$ cat src/rtl/acc_cpu_pkg.sv
package acc_cpu_pkg;

    localparam int ADDR_W = 4;
    localparam int DATA_W = 8;
    localparam int OP_W   = DATA_W - ADDR_W;
    localparam int DEPTH  = 1 << ADDR_W;

    typedef logic [ADDR_W-1:0] addr_t;
    typedef logic [DATA_W-1:0] word_t;
    typedef logic [OP_W-1:0]   opcode_t;

    localparam opcode_t OPC_LOAD  = OP_W'(4'h1);
    localparam opcode_t OPC_ADD   = OP_W'(4'h2);
    localparam opcode_t OPC_STORE = OP_W'(4'h3);
    localparam opcode_t OPC_HALT  = OP_W'(4'hF);

    typedef struct packed {
        opcode_t op;
        addr_t   addr;
    } instr_t;

    typedef enum logic [2:0] {
        ST_FETCH_MAR = 3'd0,
        ST_FETCH_MDR = 3'd1,
        ST_FETCH_IR  = 3'd2,
        ST_OPND_MAR  = 3'd3,
        ST_OPND_MDR  = 3'd4,
        ST_EXEC      = 3'd5,
        ST_HALT      = 3'd6
    } step_e;

    typedef struct packed {
        logic mar_from_pc;
        logic mar_from_ir;
        logic mdr_load;
        logic ir_load;
        logic acc_load;
        logic acc_add;
        logic mem_we;
        logic pc_inc;
    } ctrl_t;

    function automatic word_t alu_sum(input word_t a, input word_t b);
        return a + b;
    endfunction

    function automatic addr_t addr_next(input addr_t a);
        return a + ADDR_W'(1);
    endfunction

endpackage

$ cat src/rtl/acc_cpu_mem.sv
module acc_cpu_mem
    import acc_cpu_pkg::*;
(
    input  logic  clk,
    input  logic  rst,
    input  logic  ld_we,
    input  addr_t ld_addr,
    input  word_t ld_data,
    input  addr_t core_addr,
    input  logic  core_we,
    input  word_t core_wdata,
    output word_t core_rdata
);

    word_t cells [DEPTH];

    logic  wr_en;
    addr_t wr_addr;
    word_t wr_data;

    always_comb begin
        wr_en   = 1'b0;
        wr_addr = core_addr;
        wr_data = core_wdata;
        if (rst) begin
            wr_en   = ld_we;
            wr_addr = ld_addr;
            wr_data = ld_data;
        end else if (core_we) begin
            wr_en = 1'b1;
        end
    end

    for (genvar i = 0; i < DEPTH; i++) begin : g_cell
        always_ff @(posedge clk) begin
            if (wr_en && (wr_addr == addr_t'(i))) begin
                cells[i] <= wr_data;
            end
        end
    end

    assign core_rdata = cells[core_addr];


    core_write_in_run_chk: assert property (@(posedge clk) core_we |-> !rst)
        else $error("core write while in reset");

endmodule

$ cat src/rtl/acc_cpu_ctrl.sv
module acc_cpu_ctrl
    import acc_cpu_pkg::*;
(
    input  logic    clk,
    input  logic    rst,
    input  opcode_t opcode,
    output ctrl_t   ctl,
    output logic    exec_o,
    output logic    halted_o
);

    step_e step_q, step_d;

    always_comb begin
        step_d = step_q;
        unique case (step_q)
            ST_FETCH_MAR: step_d = ST_FETCH_MDR;
            ST_FETCH_MDR: step_d = ST_FETCH_IR;
            ST_FETCH_IR:  step_d = ST_OPND_MAR;
            ST_OPND_MAR:  step_d = (opcode == OPC_HALT) ? ST_HALT : ST_OPND_MDR;
            ST_OPND_MDR:  step_d = ST_EXEC;
            ST_EXEC:      step_d = ST_FETCH_MAR;
            ST_HALT:      step_d = ST_HALT;
            default:      step_d = ST_FETCH_MAR;
        endcase
    end

    always_ff @(posedge clk) begin
        if (rst) begin
            step_q <= ST_FETCH_MAR;
        end else begin
            step_q <= step_d;
        end
    end

    always_comb begin
        ctl = '0;
        unique case (step_q)
            ST_FETCH_MAR: ctl.mar_from_pc = 1'b1;
            ST_FETCH_MDR: ctl.mdr_load    = 1'b1;
            ST_FETCH_IR:  ctl.ir_load     = 1'b1;
            ST_OPND_MAR:  ctl.mar_from_ir = (opcode != OPC_HALT);
            ST_OPND_MDR:  ctl.mdr_load    = 1'b1;
            ST_EXEC: begin
                ctl.pc_inc   = 1'b1;
                ctl.acc_load = (opcode == OPC_LOAD);
                ctl.acc_add  = (opcode == OPC_ADD);
                ctl.mem_we   = (opcode == OPC_STORE);
            end
            default: ctl = '0;
        endcase
    end

    assign exec_o   = (step_q == ST_EXEC);
    assign halted_o = (step_q == ST_HALT);


    exec_then_fetch_chk: assert property (@(posedge clk) disable iff (rst)
        (step_q == ST_EXEC) |=> (step_q == ST_FETCH_MAR))
        else $error("sequencer did not return to fetch");


    halt_sticky_chk: assert property (@(posedge clk) disable iff (rst)
        (step_q == ST_HALT) |=> (step_q == ST_HALT))
        else $error("halt state left without reset");

endmodule

$ cat src/rtl/acc_cpu_datapath.sv
module acc_cpu_datapath
    import acc_cpu_pkg::*;
(
    input  logic    clk,
    input  logic    rst,
    input  ctrl_t   ctl,
    input  logic    exec_step,
    input  word_t   mem_rdata,
    output addr_t   mem_addr,
    output word_t   mem_wdata,
    output opcode_t opcode,
    output addr_t   pc_o,
    output word_t   acc_o
);

    addr_t  pc_q;
    addr_t  mar_q;
    word_t  mdr_q;
    instr_t ir_q;
    word_t  acc_q;

    always_ff @(posedge clk) begin
        if (rst) begin
            pc_q  <= '0;
            mar_q <= '0;
            mdr_q <= '0;
            ir_q  <= '0;
            acc_q <= '0;
        end else begin
            if (ctl.mar_from_pc) begin
                mar_q <= pc_q;
            end else if (ctl.mar_from_ir) begin
                mar_q <= ir_q.addr;
            end
            if (ctl.mdr_load) begin
                mdr_q <= mem_rdata;
            end
            if (ctl.ir_load) begin
                ir_q <= instr_t'(mdr_q);
            end
            if (ctl.acc_load) begin
                acc_q <= mdr_q;
            end else if (ctl.acc_add) begin
                acc_q <= alu_sum(acc_q, mdr_q);
            end
            if (ctl.pc_inc) begin
                pc_q <= addr_next(pc_q);
            end
        end
    end

    assign mem_addr  = mar_q;
    assign mem_wdata = acc_q;
    assign opcode    = ir_q.op;
    assign pc_o      = pc_q;
    assign acc_o     = acc_q;


    pc_single_step_chk: assert property (@(posedge clk) disable iff (rst)
        !$stable(pc_q) |-> (pc_q == $past(pc_q) + ADDR_W'(1)))
        else $error("program counter jumped");


    acc_only_in_exec_chk: assert property (@(posedge clk) disable iff (rst)
        !$stable(acc_q) |-> $past(exec_step))
        else $error("accumulator changed outside execute step");

endmodule

$ cat src/rtl/acc_cpu.sv
module acc_cpu
    import acc_cpu_pkg::*;
(
    input  logic              clk,
    input  logic              rst,
    input  logic              ld_we,
    input  logic [ADDR_W-1:0] ld_addr,
    input  logic [DATA_W-1:0] ld_data,
    output logic [ADDR_W-1:0] pc_o,
    output logic [DATA_W-1:0] acc_o,
    output logic              halted_o
);

    ctrl_t   ctl;
    logic    exec_step;
    opcode_t opcode;
    addr_t   mem_addr;
    word_t   mem_wdata;
    word_t   mem_rdata;

    acc_cpu_ctrl u_ctrl (
        .clk      (clk),
        .rst      (rst),
        .opcode   (opcode),
        .ctl      (ctl),
        .exec_o   (exec_step),
        .halted_o (halted_o)
    );

    acc_cpu_datapath u_dp (
        .clk       (clk),
        .rst       (rst),
        .ctl       (ctl),
        .exec_step (exec_step),
        .mem_rdata (mem_rdata),
        .mem_addr  (mem_addr),
        .mem_wdata (mem_wdata),
        .opcode    (opcode),
        .pc_o      (pc_o),
        .acc_o     (acc_o)
    );

    acc_cpu_mem u_mem (
        .clk        (clk),
        .rst        (rst),
        .ld_we      (ld_we),
        .ld_addr    (ld_addr),
        .ld_data    (ld_data),
        .core_addr  (mem_addr),
        .core_we    (ctl.mem_we),
        .core_wdata (mem_wdata),
        .core_rdata (mem_rdata)
    );


    halt_freeze_chk: assert property (@(posedge clk) disable iff (rst)
        halted_o |=> ($stable(pc_o) && $stable(acc_o) && halted_o))
        else $error("state moved while halted");


    reset_clear_chk: assert property (@(posedge clk)
        rst |=> (pc_o == '0 && acc_o == '0 && !halted_o))
        else $error("reset did not clear visible state");

endmodule

$ cat config.mk
export PLATFORM = sky130hd
export DESIGN_NAME = acc_cpu
export DESIGN_NICKNAME = d
export VERILOG_FILES = /design/src/rtl/acc_cpu_pkg.sv /design/src/rtl/acc_cpu_mem.sv /design/src/rtl/acc_cpu_ctrl.sv /design/src/rtl/acc_cpu_datapath.sv /design/src/rtl/acc_cpu.sv
export SDC_FILE = /design/constraint.sdc
export NUM_CORES = 1
export LEC_CHECK = 0
export BUFFER_PORTS_ARGS = -buffer_cell sky130_fd_sc_hd__buf_2
export CORE_AREA = 2 2 112 114
export DETAILED_ROUTE_END_ITERATION = 16
export DIE_AREA = 0 0 114 116
export MAX_ROUTING_LAYER = met4
export PLACE_DENSITY = 0.76
export SYNTH_ARGS = -nofsm -noshare
export SYNTH_HDL_FRONTEND = slang
export SYNTH_SLANG_ARGS = --single-unit
$ cat constraint.sdc
create_clock -name clk -period 4.3 [get_ports clk]
set_clock_uncertainty 0.2 [all_clocks]
set_input_delay 0.43 -clock clk [delete_from_list [all_inputs] [get_ports clk]]
set_output_delay 0.43 -clock clk [all_outputs]
set_load 0.005 [all_outputs]
==> flow_metrics.env, run 1 <==
export IMPL_status="completed"
export IMPL_clk_path_buf_depth=2
export IMPL_crit_start="u_ctrl.step_q[0]"
export IMPL_layout_commonest_cell="edfxtp_1"
export IMPL_cts_hold_buf=0
export IMPL_antenna_found_initial=0
export IMPL_ys_warn_count=0
export IMPL_period_needed_ns=3.00
export IMPL_h_tree_depth=4
export IMPL_met3_usage=0.0601
export IMPL_synth_cell_types=60
export IMPL_grt_max_degree=47
export IMPL_mappedNetlistArea_um2=7050
export IMPL_critical_path_max_fanout=12
export IMPL_seq_area_frac_synth=0.645
export IMPL_post_route_period_util=0.697
export IMPL_vias=4192
export IMPL_syn_to_final_growth_pct=11.5
export IMPL_synth_seq_cells=163
export IMPL_worstMarginPinSlew_ns=0.885
export IMPL_critPathKind="register to register"
export IMPL_cts_root_buf="clkbuf_16"
export IMPL_initial_core_util=0.592
export IMPL_critPathArrivalTime_ns=2.85
export IMPL_grt_ovfl_total=0
export IMPL_cpPeakStageDelay_ns=0.61
export IMPL_final_cell_mix="edfxtp_1 (128), nor2_1 (45), dfxtp_1 (34), mux4_2 (31), buf_2 (27)"
export IMPL_power_density_nw_per_um2=456
export IMPL_first_pass_iters=5
export IMPL_synth_cells=463
export IMPL_use_met2=0.438
export IMPL_dp_cells=617
export IMPL_grt_pass1_vias=4187
export IMPL_coreArea_um2=11900
export IMPL_grt_first_pass_wirelength_um=24400
export IMPL_maxSlewHeadroom=0.409
export IMPL_drt_initial_drc_count=552
export IMPL_met1_usage=0.328
export IMPL_cp_required_ns=4.15
export IMPL_min_delay_start="rst"
export IMPL_setup_viol=0
export IMPL_port_buffers=27
export IMPL_die_area_um2=13200
export IMPL_finalHoldViolations=0
export IMPL_synth_edf_count=128
export IMPL_instances_no_fill=649
export IMPL_power_leakage_nw=2.65
export IMPL_vdd_drop_max_mv=0.284
export IMPL_maxCapViolCount=0
export IMPL_place_hpwl_um=10600
export IMPL_wl_per_cell_um=24.4
export IMPL_cp_top_family="simple AND/OR/NAND/NOR gates"
export IMPL_syn_area_per_cell_um2=15.2
export IMPL_worst_path_buf_inv=0
export IMPL_routed_wl_um=15800
export IMPL_gp_congestion=0.832
export IMPL_route_detailed_drc=0
export IMPL_busiest_layer="met2"
export IMPL_via_per_inst=6.46
export IMPL_rsz0062_at_grt="false"
export IMPL_hold_path_class="primary input to register"
export IMPL_r2r_setup_slack_ns=1.30
export IMPL_max_freq_mhz=334
export IMPL_path_cells="nand3b_4 -> or3_1 -> o31ai_2 -> nand2_1 -> nor2_1"
export IMPL_grt_usage=0.268
export IMPL_ys_async_sr_fraction=0
export IMPL_die_w_um=114
export IMPL_start_kind="register"
export IMPL_finalMaxSlewViolations=0
export IMPL_cp_slowest_cell="nor2_1"
export IMPL_cts_sinks=163
export IMPL_post_cts_buffers=0
export IMPL_rows=40
export IMPL_fill_cells=801
export IMPL_num_antenna_cells=0
export IMPL_cp_end_kind="register"
export IMPL_io_pins=28
export IMPL_ys_flop_type="edfxtp_1"
export IMPL_r2r_start="u_ctrl.step_q[0]"
export IMPL_die_h_um=116
export IMPL_fin_tns_setup_ns=0
export IMPL_cts_tree="done"
export IMPL_cts_buffers=17
export IMPL_cts_resized=0
export IMPL_layout_nets=513
export IMPL_drive_gt1_frac=0.231
export IMPL_ant_nets=0
export IMPL_cts_reportedPaths_clkPinSlew_ns=0.06
export IMPL_clk_latency_ns=0.42
export IMPL_synth_nets=487
## registers in the layout, summed over array words and instances (netlist names)
signal,count
u_dp.opcode,4
u_dp.mdr_q,8
u_mem.cells,128
u_dp.pc_o,4
u_ctrl.step_q,3
u_dp.ir_q,4
u_dp.acc_o,8
u_dp.mem_addr,4
## layer usage
| metal | share of wire | up-vias |
|---|---|---|
| li1 | - | 1881 |
| met1 | 0.40 | 2109 |
| met2 | 0.52 | 171 |
| met3 | 0.051 | 31 |
| met4 | 0.027 | 0 |
| met5 | 0 | - |
## worst paths after layout
path                             end  cells past startpoint
setup reg to reg  u_mem.cells[11][7]                      5
setup / recovery  u_mem.cells[11][7]                      5
hold / removal          u_dp.pc_o[0]                      2
hold reg to reg         u_dp.ir_q[0]                      2
## area by class of cell
cell class	count	area, µm²	area share
multi-input cells	261	2300	0.293
clock buffers	18	429	0.0546
repair buffers	35	195	0.0248
clock inverters	14	163	0.0207
well taps	147	184	0.0234
flip-flops and latches	163	4550	0.578
inverters	11	41.3	0.00525
## through the flow
step	cell area (µm²)	total power, mW	util	worst slack [ns]	hold slack [ns]
floorplan	7050	2.02	-	1.97	0.260
global placement	7270	2.09	0.610	1.49	0.276
detailed placement	7270	2.10	0.610	1.38	0.291
CTS	7860	3.60	0.660	1.35	0.237
global route	7860	3.70	0.660	1.17	0.263
finish	7860	3.59	0.660	1.30	0.261
## synth_stat cells, types with 8 or more instances
library cell | count | area (µm²)
ha_1 | 8 | 100
clkbuf_1 | 10 | 37.5
edfxtp_1 | 128 | 3840
mux4_2 | 31 | 698
nand2b_1 | 9 | 56.3
mux2i_1 | 11 | 110
buf_2 | 8 | 40.0
a21oi_1 | 14 | 70.1
inv_1 | 10 | 37.5
nor2_1 | 45 | 169
dfxtp_1 | 35 | 701
o22ai_1 | 11 | 68.8
nand2_1 | 16 | 60.1
o21ai_0 | 11 | 55.1
a211oi_1 | 10 | 75.1
## cell families (layout without fill, tap and decap cells)
kind of cell	count (synthesis)	after routing	share of synthesized area
multiplexers	48	48	0.126
adder cells (fa/ha/maj)	9	9	0.0170
AND/OR/NAND/NOR	106	106	0.0747
XOR/XNOR	5	5	0.00621
flip-flops	163	163	0.645
buffers and inverters	39	78	0.0284
AO/OA/AOI/OAI	93	93	0.102
## report_power, final
part	leakage [nW]	switching (mW)	internal [mW]	total, mW
Sequential	1.46	0.0498	1.73	1.78
Combinational	0.922	0.163	0.133	0.296
Clock	0.275	0.604	0.909	1.51
Total	2.65	0.817	2.77	3.59
Note: power is estimated with default switching activity, not from simulation.
==> run 2, diff against run 1 <==
==> constraint.sdc (replaced) <==
create_clock -name clk -period 2.9 [get_ports clk]
set_clock_uncertainty 0.2 [all_clocks]
set_input_delay 0.29 -clock clk [delete_from_list [all_inputs] [get_ports clk]]
set_output_delay 0.29 -clock clk [all_outputs]
set_load 0.005 [all_outputs]
==> flow_metrics.env, run 2 (synthesis gave the netlist of run 1 again) <==
export IMPL_critical_path_max_fanout=11
export IMPL_cts_buffers=17
export IMPL_cp_end_kind="register"
export IMPL_grt_pass1_vias=4098
export IMPL_status="completed"
export IMPL_wl_per_cell_um=23.1
export IMPL_clk_path_buf_depth=2
export IMPL_regMostFlops="u_mem.cells"
export IMPL_antenna_found_initial=0
export IMPL_num_antenna_cells=0
export IMPL_rsz0062_at_grt="false"
export IMPL_route_detailed_drc=0
export IMPL_rows=40
export IMPL_grt_first_pass_wirelength_um=23700
export IMPL_setup_viol=0
export IMPL_cts_reportedPaths_clkPinSlew_ns=0.07
export IMPL_via_per_inst=6.35
export IMPL_coreArea_um2=11900
export IMPL_vias=4240
export IMPL_power_internal_mw=3.87
export IMPL_crit_start="u_ctrl.step_q[2]"
export IMPL_post_route_period_util=0.936
export IMPL_cts_sinks=163
export IMPL_largest_reg_flops=128
export IMPL_layout_commonest_cell="edfxtp_1"
export IMPL_cpPeakStageDelay_ns=0.58
export IMPL_swShare=0.236
export IMPL_drt_initial_drc_count=647
export IMPL_cts_root_buf="clkbuf_16"
export IMPL_grt_usage=0.257
export IMPL_hold_path_class="primary input to register"
export IMPL_gp_congestion=0.885
export IMPL_io_pins=28
export IMPL_die_area_um2=13200
export IMPL_vdd_drop_max_mv=0.491
export IMPL_grt_ovfl_total=0
export IMPL_path_cells="nand3b_4 -> or3_1 -> o31ai_2 -> nand2_1 -> nor2_1 -> buf_4"
export IMPL_routed_wl_um=15400
export IMPL_critPathArrivalTime_ns=2.65
export IMPL_layout_nets=532
export IMPL_port_buffers=27
export IMPL_final_cell_mix="edfxtp_1 (128), nor2_1 (45), dfxtp_1 (34), mux4_2 (31), buf_2 (27)"
export IMPL_cp_slowest_cell="dfxtp_1"
export IMPL_maxCapViolCount=0
export IMPL_place_hpwl_um=10300
export IMPL_syn_to_final_growth_pct=12.7
export IMPL_h_tree_depth=4
export IMPL_pwr_share_comb=0.092
export IMPL_die_w_um=114
export IMPL_ant_nets=0
export IMPL_start_kind="register"
export IMPL_finalHoldViolations=0
export IMPL_clk_latency_ns=0.42
export IMPL_finalMaxSlewViolations=0
export IMPL_min_delay_start="rst"
export IMPL_initial_core_util=0.592
export IMPL_cts_resized=0
export IMPL_post_cts_buffers=0
export IMPL_post_route_util=0.667
export IMPL_clockPowerShare=0.390
export IMPL_r2r_start="u_ctrl.step_q[2]"
export IMPL_period_needed_ns=2.72
export IMPL_fill_cells=812
export IMPL_drive_gt1_frac=0.257
export IMPL_max_freq_mhz=368
export IMPL_power_density_nw_per_um2=637
export IMPL_die_h_um=116
export IMPL_worstMarginPinSlew_ns=0.824
export IMPL_power_leakage_nw=2.73
export IMPL_critPathKind="register to register"
export IMPL_cts_tree="done"
export IMPL_p_seq_frac=0.518
export IMPL_grt_max_degree=38
export IMPL_maxSlewHeadroom=0.449
export IMPL_fin_tns_setup_ns=0
export IMPL_cts_hold_buf=0
export IMPL_p_switching_mw=1.19
export IMPL_power_total_mw=5.06
export IMPL_cp_required_ns=2.83
export IMPL_first_pass_iters=5
run 2: cell type report:
type	instances	area (µm²)	area share
well taps	147	184	0.0231
flip-flops and latches	163	4550	0.572
inverters	11	41.3	0.00520
clock inverters	11	81.3	0.0102
repair buffers	54	350	0.0441
clock buffers	21	440	0.0554
multi-input cells	261	2300	0.290
run 2: final timing paths:
path                             end  slack [ns]  depth (start not counted)
setup reg to reg  u_mem.cells[11][0]        0.18                          6
hold reg to reg         u_dp.ir_q[2]        0.30                          2
setup / recovery  u_mem.cells[11][0]        0.18                          6
hold / removal        u_dp.opcode[3]        0.17                          2
run 2: per-layer routing:
metal  part of all wire  GRT usage  vias to the layer above  wire, µm
met1               0.42      0.329                     2126      6460
met4              0.027     0.0878                        0       420
met3              0.057     0.0560                       30       873
met2               0.50      0.413                      165      7660
met5                  0          -                        -         0
li1                   -          -                     1919         -
run 2: power groups by stage:
stage	Sequential, mW	Combinational, mW	Clock [mW]
after floorplan	2.63	0.369	0
after global placement	2.67	0.451	0
after detailed placement	2.67	0.460	0
after CTS	2.62	0.461	2.00
after global routing	2.63	0.495	2.11
final	2.62	0.465	1.98
run 2: worst max-delay path, delay by kind of cell, from the launching register on:
kind	cells	cell delay (ns)
and+or+nand+nor	4	1.03
DFF	1	0.58
AOI/OAI and AO/OA	1	0.42
buffers and inverters	1	0.19
run 2: per-stage QoR:
| stage | setup slack, ns | area [µm²] | std cells | hold slack, ns |
|---|---|---|---|---|
| 4_1_cts | 0.202 | 7950 | 668 | 0.155 |
| 3_5_place_dp | 0.275 | 7420 | 636 | 0.284 |
| 6_report | 0.185 | 7950 | 668 | 0.174 |
| 3_3_place_gp | 0.378 | 7420 | 636 | 0.277 |
| 2_1_floorplan | 0.568 | 7050 | 463 | 0.260 |
| 5_1_grt | 0.0839 | 7950 | 668 | 0.198 |
==> run 3, diff against run 2 <==
--- a/config.mk
+++ b/config.mk
@@ -5,7 +5,7 @@
 export SDC_FILE = /design/constraint.sdc
 export NUM_CORES = 1
 export LEC_CHECK = 0
-export BUFFER_PORTS_ARGS = -buffer_cell sky130_fd_sc_hd__buf_2
+export BUFFER_PORTS_ARGS = -buffer_cell sky130_fd_sc_hd__clkbuf_2
 export CORE_AREA = 2 2 112 114
 export DETAILED_ROUTE_END_ITERATION = 16
 export DIE_AREA = 0 0 114 116
==> flow_metrics.env, run 3 (synthesis gave the netlist of run 1 again) <==
export IMPL_vdd_drop_max_mv=0.528
export IMPL_grt_ovfl_total=0
export IMPL_grt_max_degree=39
export IMPL_vias=4252
export IMPL_power_leakage_nw=2.73
export IMPL_drt_initial_drc_count=519
export IMPL_setup_viol=0
export IMPL_r2r_setup_slack_ns=0.19
export IMPL_maxCapViolCount=0
export IMPL_first_pass_iters=5
export IMPL_rows=40
export IMPL_wl_per_cell_um=23.4
export IMPL_finalMaxSlewViolations=0
export IMPL_status="completed"
export IMPL_layout_nets=533
export IMPL_syn_to_final_growth_pct=13.0
export IMPL_hold_ws_ns=0.135
export IMPL_port_buffers=27
export IMPL_power_density_nw_per_um2=642
export IMPL_antenna_found_initial=0
export IMPL_finalHoldViolations=0
export IMPL_cts_sinks=163
export IMPL_maxSlewHeadroom=0.443
export IMPL_worstMarginPinSlew_ns=0.834
export IMPL_routed_wl_um=15600
export IMPL_cts_buffers=17
export IMPL_h_tree_depth=4
export IMPL_hold_path_class="primary input to register"
export IMPL_cts_reportedPaths_clkPinSlew_ns=0.06
export IMPL_max_freq_mhz=369
export IMPL_grt_usage=0.264
export IMPL_place_hpwl_um=10500
export IMPL_largest_reg_flops=128
export IMPL_cts_root_buf="clkbuf_16"
export IMPL_via_per_inst=6.36
export IMPL_clk_path_buf_depth=2
export IMPL_post_route_period_util=0.933
export IMPL_num_antenna_cells=0
export IMPL_ant_nets=0
export IMPL_cts_hold_buf=0
export IMPL_post_cts_buffers=0
export IMPL_drive_gt1_frac=0.261
export IMPL_cp_required_ns=2.84
export IMPL_coreArea_um2=11900
export IMPL_io_pins=28
export IMPL_initial_core_util=0.592
export IMPL_critical_path_max_fanout=11
export IMPL_critPathArrivalTime_ns=2.64
export IMPL_regMostFlops="u_mem.cells"
export IMPL_start_kind="register"
export IMPL_fill_cells=836
export IMPL_clk_latency_ns=0.43
export IMPL_cp_end_kind="register"
export IMPL_final_cell_mix="edfxtp_1 (128), nor2_1 (45), dfxtp_1 (34), mux4_2 (31)"
export IMPL_fin_tns_setup_ns=0
export IMPL_die_area_um2=13200
export IMPL_die_h_um=116
export IMPL_cts_resized=0
export IMPL_grt_pass1_vias=4115
export IMPL_rsz0062_at_grt="false"
export IMPL_die_w_um=114
export IMPL_critPathKind="register to register"
export IMPL_gp_congestion=0.872
export IMPL_period_needed_ns=2.71
export IMPL_route_detailed_drc=0
export IMPL_layout_commonest_cell="edfxtp_1"
export IMPL_grt_first_pass_wirelength_um=24000
export IMPL_cts_tree="done"
-- run 3: changes by cell type in the layout (fill, tap and decap cells not counted), moves of 2 or more --
| cell | before | now |
|---|---|---|
| buf_2 | 27 | 0 |
| clkbuf_2 | 0 | 27 |
| inv_6 | 2 | 4 |
| clkbuf_1 | 4 | 2 |
| clkinv_2 | 2 | 0 |
-- run 3: final timing paths --
kind	from	to	cells after the start
min reg2reg	u_dp.ir_q[1]	u_dp.ir_q[1]	2
max	u_ctrl.step_q[2]	u_mem.cells[7][3]	6
max reg2reg	u_ctrl.step_q[2]	u_mem.cells[7][3]	6
min	rst	u_dp.mem_addr[1]	2
-- run 3: critical path: stages (launching register included) --
cell	delay, ns
dfxtp_1	0.59
nand3b_4	0.15
or3_1	0.51
o31ai_2	0.40
nand2_1	0.19
nor2_1	0.18
buf_4	0.19
-- run 3: area by class of cell --
cell class	count	area, µm²	share of cell area
multi-input combinational	261	2300	0.289
timing repair buffer	55	358	0.0449
clock buffer	19	433	0.0544
sequential	163	4550	0.571
inverter	11	41.3	0.00518
tap	147	184	0.0231
clock inverter	13	100	0.0126
-- run 3: through the flow --
stage               std cells  power, mW   util  area (µm²)  worst slack, ns
finish                    669       5.11  0.669        7970            0.193
global route              669       5.28  0.669        7970            0.117
CTS                       669       5.14  0.669        7970            0.242
detailed placement        637       3.13  0.624        7430            0.293
global placement          637       3.12  0.624        7430            0.358
floorplan                 463       3.00      -        7050            0.568
-- run 3: where the power goes --
group / switching, mW / total [mW] / leakage (nW) / internal, mW
sequential: 0.0566 / 2.62 / 1.46 / 2.56
combinational: 0.257 / 0.468 / 1.02 / 0.211
clock: 0.923 / 2.03 / 0.252 / 1.10
-- run 3: routing by layer --
metal | GRT usage | up-vias | share of wire
met5 | - | - | 0
met4 | 0.107 | 0 | 0.026
met3 | 0.0596 | 31 | 0.058
met2 | 0.431 | 174 | 0.50
met1 | 0.322 | 2127 | 0.41
li1 | - | 1920 | -
